File: config.mk
export PLATFORM = sky130hd
export DESIGN_NAME = adaptive_bin_decoder
export DESIGN_NICKNAME = d
export VERILOG_FILES = /design/src/rtl/adaptive_bin_decoder.sv
export SDC_FILE = /design/constraint.sdc
export NUM_CORES = 1
export LEC_CHECK = 0
export ABC_AREA = 1
export CAP_MARGIN = 0
export CORE_ASPECT_RATIO = 2
export CORE_MARGIN = 5
export CORE_UTILIZATION = 40
export CTS_BUF_LIST = sky130_fd_sc_hd__clkbuf_8
export CTS_CLUSTER_DIAMETER = 60
export DETAILED_ROUTE_END_ITERATION = 16
export GPL_ROUTABILITY_DRIVEN = 0
export GPL_TIMING_DRIVEN = 0
export PLACE_DENSITY = 0.66
export RECOVER_POWER = 25
export SYNTH_ARGS = -nofsm -noshare
export SYNTH_HDL_FRONTEND = slang
export SYNTH_SLANG_ARGS = --single-unit
File: constraint.sdc
create_clock -name clk -period 97.6 [get_ports clk]
set_input_delay 9.76 -clock clk [delete_from_list [all_inputs] [get_ports clk]]
set_output_delay 9.76 -clock clk [all_outputs]
set_load 0.005 [all_outputs]
File: src/rtl/adaptive_bin_decoder.sv
module adaptive_bin_decoder #(
  parameter int PREC      = 16,
  parameter int CNT_W     = 10,
  parameter int CNT_LIMIT = 1024,
  parameter int NSYM_W    = 16
) (
  input  logic              clk,
  input  logic              rst_n,
  input  logic              start,
  input  logic [NSYM_W-1:0] nsym,
  input  logic              code_bit,
  input  logic              code_valid,
  input  logic              code_end,
  output logic              code_ready,
  output logic              out_bit,
  output logic              out_valid,
  output logic              done
);
  localparam int RW = PREC + 1;
  localparam int PW = PREC + 1 + CNT_W;
  localparam int LW = $clog2(PREC + 1);

  typedef enum logic [2:0] {S_IDLE, S_LOAD, S_DECIDE, S_RENORM, S_DONE} st_t;

  st_t               st;
  logic [PREC-1:0]   low, high, code;
  logic [CNT_W-1:0]  c0, c1;
  logic [NSYM_W-1:0] left;
  logic [LW-1:0]     lcnt;

  wire [RW-1:0]    range_w = {1'b0, high} - {1'b0, low} + RW'(1);
  wire [CNT_W:0]   tot     = {1'b0, c0} + {1'b0, c1};
  wire [PW-1:0]    prod    = PW'(range_w) * PW'(c0);
  wire [PW-1:0]    quot    = prod / PW'(tot);
  wire [PREC-1:0]  offs    = code - low;
  wire             sym     = PW'(offs) >= quot;
  wire [PREC-1:0]  cut     = low + quot[PREC-1:0];

  wire [CNT_W-1:0] n0   = c0 + CNT_W'(!sym);
  wire [CNT_W-1:0] n1   = c1 + CNT_W'(sym);
  wire [CNT_W:0]   ntot = {1'b0, n0} + {1'b0, n1};
  wire             halve = ntot >= (CNT_W+1)'(CNT_LIMIT);

  wire e_lo  = !high[PREC-1];
  wire e_hi  = low[PREC-1];
  wire e_mid = (low[PREC-1:PREC-2] == 2'b01) && (high[PREC-1:PREC-2] == 2'b10);
  wire need  = e_lo | e_hi | e_mid;
  wire inb   = code_valid ? code_bit : 1'b0;
  wire take  = code_ready & (code_valid | code_end);

  assign code_ready = (st == S_LOAD) || (st == S_RENORM && need);
  assign out_valid  = (st == S_DECIDE);
  assign out_bit    = sym;
  assign done       = (st == S_DONE);

  always_ff @(posedge clk or negedge rst_n) begin
    if (!rst_n) begin
      st   <= S_IDLE;
      low  <= '0;
      high <= '1;
      code <= '0;
      c0   <= CNT_W'(1);
      c1   <= CNT_W'(1);
      left <= '0;
      lcnt <= '0;
    end else begin
      case (st)
        S_IDLE, S_DONE: if (start) begin
          low  <= '0;
          high <= '1;
          code <= '0;
          c0   <= CNT_W'(1);
          c1   <= CNT_W'(1);
          left <= nsym;
          lcnt <= '0;
          st   <= (nsym == '0) ? S_DONE : S_LOAD;
        end
        S_LOAD: if (take) begin
          code <= {code[PREC-2:0], inb};
          lcnt <= lcnt + LW'(1);
          if (lcnt == LW'(PREC - 1)) st <= S_DECIDE;
        end
        S_DECIDE: begin
          if (sym) low  <= cut;
          else     high <= cut - PREC'(1);
          if (halve) begin
            c0 <= (n0 >> 1) + CNT_W'(n0[0]);
            c1 <= (n1 >> 1) + CNT_W'(n1[0]);
          end else begin
            c0 <= n0;
            c1 <= n1;
          end
          left <= left - NSYM_W'(1);
          st   <= (left == NSYM_W'(1)) ? S_DONE : S_RENORM;
        end
        S_RENORM: begin
          if (!need) st <= S_DECIDE;
          else if (take) begin
            if (e_lo || e_hi) begin
              low  <= {low[PREC-2:0], 1'b0};
              high <= {high[PREC-2:0], 1'b1};
              code <= {code[PREC-2:0], inb};
            end else begin
              low  <= {~low[PREC-2], low[PREC-3:0], 1'b0};
              high <= {~high[PREC-2], high[PREC-3:0], 1'b1};
              code <= {~code[PREC-2], code[PREC-3:0], inb};
            end
          end
        end
        default: st <= S_IDLE;
      endcase
    end
  end
endmodule


Word level (Yosys, flattened, before mapping)
Index checks and enable logic that the tools add are counted.

Register bits: 92. Output and inout bits: 4.

Add/sub/neg operators: 13. Multipliers: 1. Div/mod/pow operators: 1. Order comparisons: 2. Eq/ne operators: 16. Multiplexer cells: 35. Bitwise logic cells: 7. Reductions and logical operators: 19.

Operator list (count): 16-bit two-way mux (15); 16-bit case mux with 3 select lines (3); 10-bit case mux with 2 select lines (2); 16-bit case mux with 2 select lines (1); 16-bit by 1-bit subtractor with 16-bit output, second input constant (2); 10-bit two-way mux (3); 27-bit by 11-bit divider with 27-bit output (1); 16-bit by 27-bit greater-or-equal comparator with 1-bit output (1); 17-bit by 10-bit multiplier with 27-bit output (1); 10-bit by 10-bit adder with 11-bit output (2); 10-bit by 1-bit adder with 10-bit output (2); 9-bit by 1-bit adder with 10-bit output (2); 3-bit two-way mux (6); 17-bit by 1-bit adder with 17-bit output, second input constant (1); 16-bit by 16-bit subtractor with 17-bit output (1); 16-bit adder (1); 16-bit by 1-bit == test with 1-bit output, second input constant (1); 16-bit zero test (1); 16-bit subtractor (1); 5-bit AND reduction (3); 2-bit inequality test, second input constant (6); 3-bit case mux with 4 select lines (1); 11-bit greater-or-equal comparator, second input constant (1); 5-bit two-way mux (2); other kinds (23) (34).

Longest topological paths before layout
Word-level depth: 11. Gate-level depth with buffers: 532.

Worst setup path after synthesis
OpenSTA, ideal clock, no wires.

Kind: reg-to-output. Start: register high[1]. End: output out_bit. Arrival time: 70076 ps. Required time: 87840 ps. Slack: 17764 ps. Cell stages (with the launch flop): 492. Buffers on the path: 31. Path through: dfstp_2 -> inv_1 -> ha_1 -> inv_1 -> ha_1 -> inv_1 -> fa_1 -> o21ai_0 -> nand2_1 -> nand2_1 -> a21oi_1 -> or2_2 -> nand2_1 -> a21oi_1 -> or2_2 -> nand2_1 -> a21oi_1 -> o21ai_0 -> [... 456 more ...] -> nand3_1 -> a21oi_1 -> a211oi_1 -> nand4_1 -> nor2_1 -> nand3_1 -> ha_1 -> o21ai_0 -> a31oi_1 -> o21ai_0 -> a31oi_1 -> o21ai_0 -> nand4_1 -> o211ai_1 -> a211oi_1 -> nor3_1 -> nand3_1 -> nor4_1.

Longest elaborated chain between the ends: 5.

Ends and longest elaborated chain: start: declaration (line 26) `logic [PREC-1:0] low, high, code;`; start signal: assignment (line 85) `else high <= cut - PREC'(1);`; start signal: assignment (line 101) `high <= {high[PREC-2:0], 1'b1};`; start signal: assignment (line 105) `high <= {~high[PREC-2], high[PREC-3:0], 1'b1};`; 16-bit by 16-bit subtractor with 17-bit output (line 31) `wire [RW-1:0] range_w = {1'b0, high} - {1'b0, low} + RW'(1);`; 17-bit by 1-bit adder with 17-bit output (line 31); 17-bit by 10-bit multiplier with 27-bit output (line 33) `wire [PW-1:0] prod = PW'(range_w) * PW'(c0);`; 27-bit by 11-bit divider with 27-bit output (line 34) `wire [PW-1:0] quot = prod / PW'(tot);`; 16-bit by 27-bit greater-or-equal comparator with 1-bit output (line 36) `wire sym = PW'(offs) >= quot;`; end: declaration (line 15) `output logic out_bit,`.

Every way passes these cells.

Final worst setup path
Start: register low[3]. End: output out_bit.

Longest elaborated chain between the ends: 5. Elaborated cells between the ends (all ways): 6. Classes of those cells: 3 x add/sub; 1 x mul; 1 x div; 1 x order compare.

Ends and longest elaborated chain: start: declaration (line 26); start signal: assignment (line 84) `if (sym) low <= cut;`; start signal: assignment (line 100) `low <= {low[PREC-2:0], 1'b0};`; start signal: assignment (line 104) `low <= {~low[PREC-2], low[PREC-3:0], 1'b0};`; 16-bit by 16-bit subtractor with 17-bit output (line 31); 17-bit by 1-bit adder with 17-bit output (line 31); 17-bit by 10-bit multiplier with 27-bit output (line 33); 27-bit by 11-bit divider with 27-bit output (line 34); 16-bit by 27-bit greater-or-equal comparator with 1-bit output (*) (line 36).

Mark *: on every way between the ends. The rest lies on a longest branch, timed or not.

==> results.toml <==
[synth]
post_synthesis_sequential_area_ratio_pct = 7.95
synth-async-reset-ratio_pct = 100
synthDistinctLibCells = 70
synth-edff-count = 0
synth_top_flop_cell = "sky130_fd_sc_hd__dfrtp_1"
yosys_reg_bits = 92
synth_area_per_inst_um2 = 6.35
synth_fp_nets = 5162
post_synth_instance_area_um2 = 29200
postSynthCellCount = 4605
yosysWarningCount = 0

[drt]
drtAntennaViolNets = 0
wire_per_inst_um = 15.9
routed_wl_um = 88800
drc = 0
drt_pass1_iterations = 6
routed-via-count = 29800
drtIter0Drc = 1336
ratio_of_routed_vias_to_standard_cells = 5.33

[grt]
grt_overflow_total = 0
grtUsageMet1_pct = 18.5
grt_max_degree = 66
use_met3_pct = 1.40
grt_pass1_vias = 30100
grt_pass1_wl_um = 142000
all_layer_global_routing_usage_pct = 21.8
groute.layer.met2.usage_pct = 46.4
grt_antenna_before_repair = 1
grt-busiest-layer = "met2"

[floorplanning]
rows = 140
boundaryPins = 26
coreArea_um2 = 72700
floorplan.initialDensity_pct = 40.2
die_area_um2 = 78900
vertical_extent_of_the_die_um = 392
die_w_um = 201

[timing]
timing.fmax_ghz = 0.0112
timing.final.setup_violations = 0
finalCriticalPeriod_ps = 89270
clock_skew_ps = 21.5
tightestPinTransition_ps = 3820
final_hold_viol_count = 0
worst_max_slew_margin_expressed_relative_to_the_limit_pct = -155
portion_of_the_clock_cycle_consumed_by_the_worst_path_in_the_final_layout_pct = 91.5
totalNegativeSetupSlack_ps = 0
final_number_of_max_transition_violations = 95

[worst_setup_path]
critPathMaxStageDelay_ps = 540
crit_path_top_delay_cell = "sky130_fd_sc_hd__fa_1"
path_buf_inv = 106
critPathCaptureType = "primary output"
type_of_the_worst_setup_path = "reg2out"
cp.required_ps = 87840
worstPathMaxFanout = 11
critical_path.startpoint_type = "flop"
critPathTopFamily = "compound AO/OA/AOI/OAI gates"
critical_path.startpoint = "low[3]"
critical_path_arrival_ps = 79510
crit_path_frequent_cell = "sky130_fd_sc_hd__nand2_1"
regToRegStartpoint = "low[3]"

[clock_tree]
cts_tree = "built"
clock_sinks = 92
cts.htree.levels = 3
clk_pin_slew_worst_paths_ps = 120
tritoncts.num_buffers = 9
clock_tree.buffer_depth = 2
clock_insertion_delay_worst_skew_ps = 430
ctsHoldBuffers = 0
cts_root_cell = "sky130_fd_sc_hd__clkbuf_8"

[worst_hold_path]
timing.hold.worst.class = "reg2reg"
hold_path.startpoint = "lcnt[4]"

[layout]
area.growth.synth_to_final_pct = 7.14
drive_above_1_share_pct = 7.27
finalNetCount = 5215

[run]
max-cap-violations = 2

[status]
failed_checks = "max-capacitance violations, max-slew violations"
run_status = "complete, but fails checks"

[placement]
count_of_buffers_inserted_at_the_top_level_ports = 25
detailedPlacementHpwl_um = 76400
==> worst min-delay path, delay by kind of cell, from the launching register on <==
family             cells  cell delay, ps
AOI/OAI and AO/OA      1              50
DFF                    1             370
and+or+nand+nor        1              50
==> flip-flops by register name, indices dropped and copies added, names as in the netlist <==
signal and flops:
lcnt 5, high 16, c0 10, st 3, code 16, left 16
c1 10, low 16
==> per-layer routing <==
| layer | share of wire, % | up-vias |
|---|---|---|
| met5 | 0 | - |
| met1 | 32 | 13800 |
| met3 | 2.2 | 356 |
| met2 | 58 | 621 |
| li1 | - | 15000 |
| met4 | 8.4 | 0 |
==> cell usage after synthesis, drive strengths merged (5+ instances only) <==
| library cell | instances | area, µm² |
|---|---|---|
| clkbuf | 60 | 225 |
| nand3b | 19 | 143 |
| inv | 758 | 2850 |
| or2 | 40 | 250 |
| nor3 | 41 | 226 |
| clkinv | 18 | 68.8 |
| and2 | 9 | 56.3 |
| nor2 | 422 | 1770 |
| xnor2 | 87 | 762 |
| nor4 | 15 | 93.8 |
| a21oi | 227 | 1150 |
| o31ai | 9 | 67.6 |
| o22ai | 42 | 263 |
| a22oi | 6 | 45.0 |
| o21bai | 45 | 338 |
| ha | 412 | 5150 |
| a31oi | 17 | 106 |
| a21o | 44 | 330 |
| a211oi | 5 | 37.5 |
| o211ai | 11 | 82.6 |
| nand3 | 290 | 1660 |
| o221ai | 6 | 52.6 |
| xor2 | 170 | 1500 |
| nand4 | 86 | 544 |
| dfstp | 18 | 473 |
| buf | 25 | 208 |
| nand2 | 1199 | 4700 |
| dfrtp | 74 | 1850 |
| fa | 123 | 2460 |
| o21ai | 299 | 1520 |
==> worst paths after layout <==
path / end / slack, ps / cells after the start
max: out_bit / 8330 / 502
min: lcnt[4] / 500 / 2
max reg2reg: c0[9] / 15480 / 517
min reg2reg: lcnt[4] / 500 / 2
max in group asynchronous: code[14] / 83550 / 2
min in group asynchronous: lcnt[0] / 9690 / 1
==> stage by stage <==
step / instances / cell area (µm²) / setup WS, ps / util, % / hold slack, ps
3_3_place_gp: 5553 / 30600 / 685 / 42.2 / 470
5_1_grt: 5587 / 31300 / -94.0 / 43.1 / 523
3_5_place_dp: 5561 / 30800 / 1550 / 42.4 / 471
6_report: 5587 / 31300 / 8330 / 43.1 / 495
2_1_floorplan: 4605 / 29200 / 17760 / - / 452
4_1_cts: 5577 / 31000 / 818 / 42.7 / 501
==> layout by cell type (no fill, tap or decap), types with 19 or more instances in the layout <==
cell / instances
sky130_fd_sc_hd__a21o_1: 44
sky130_fd_sc_hd__inv_2: 38
sky130_fd_sc_hd__o22ai_1: 42
sky130_fd_sc_hd__nor3_1: 37
sky130_fd_sc_hd__nor2_1: 379
sky130_fd_sc_hd__nor2_4: 19
sky130_fd_sc_hd__clkbuf_1: 48
sky130_fd_sc_hd__nand2_1: 1141
sky130_fd_sc_hd__inv_1: 718
sky130_fd_sc_hd__nand2_2: 46
sky130_fd_sc_hd__fa_1: 123
sky130_fd_sc_hd__clkdlybuf4s50_1: 24
sky130_fd_sc_hd__o21ai_0: 246
sky130_fd_sc_hd__ha_1: 412
sky130_fd_sc_hd__o21bai_1: 44
sky130_fd_sc_hd__xor2_1: 167
sky130_fd_sc_hd__dfrtp_1: 74
sky130_fd_sc_hd__nand3b_1: 19
sky130_fd_sc_hd__nor2_2: 22
sky130_fd_sc_hd__a21oi_1: 213
sky130_fd_sc_hd__nand3_2: 26
sky130_fd_sc_hd__or2_2: 38
sky130_fd_sc_hd__nand4_1: 85
sky130_fd_sc_hd__nand3_1: 257
sky130_fd_sc_hd__xnor2_1: 83
sky130_fd_sc_hd__o21ai_1: 45
==> what timing repair did <==
| item | in CTS | in global routing |
|---|---|---|
| endpoints found under the setup margin | 0 | 21 |
| gates resized for setup | 0 | 82 |
| setup buffers | 0 | 8 |
==> cells by family (layout without fill, tap and decap cells) <==
| family | after synthesis | after routing | share of synthesized area, % |
|---|---|---|---|
| mux | 2 | 2 | 0.0685 |
| compound gates | 734 | 734 | 14.3 |
| xor+xnor | 257 | 257 | 7.72 |
| buf+inv | 861 | 919 | 11.5 |
| simple gates | 2124 | 2124 | 32.4 |
| fa+ha+maj | 535 | 535 | 26.1 |
| other cells | 0 | 1 | 0 |
| flops | 92 | 92 | 7.95 |
==> final cells by class <==
cell class / instances / area, µm²
well taps: 923 / 1150
repair buffers: 42 / 455
diodes: 1 / 2.50
multi-input cells: 3652 / 23800
inverters: 776 / 2920
clock inverters: 7 / 86.3
clock buffers: 9 / 124
flip-flops and latches: 92 / 2320
fillers: 7647 / 41400
plain buffers: 85 / 457
Power is not shown: default switching activity piles up to over one toggle a cycle in this logic, so the estimate is an artifact.
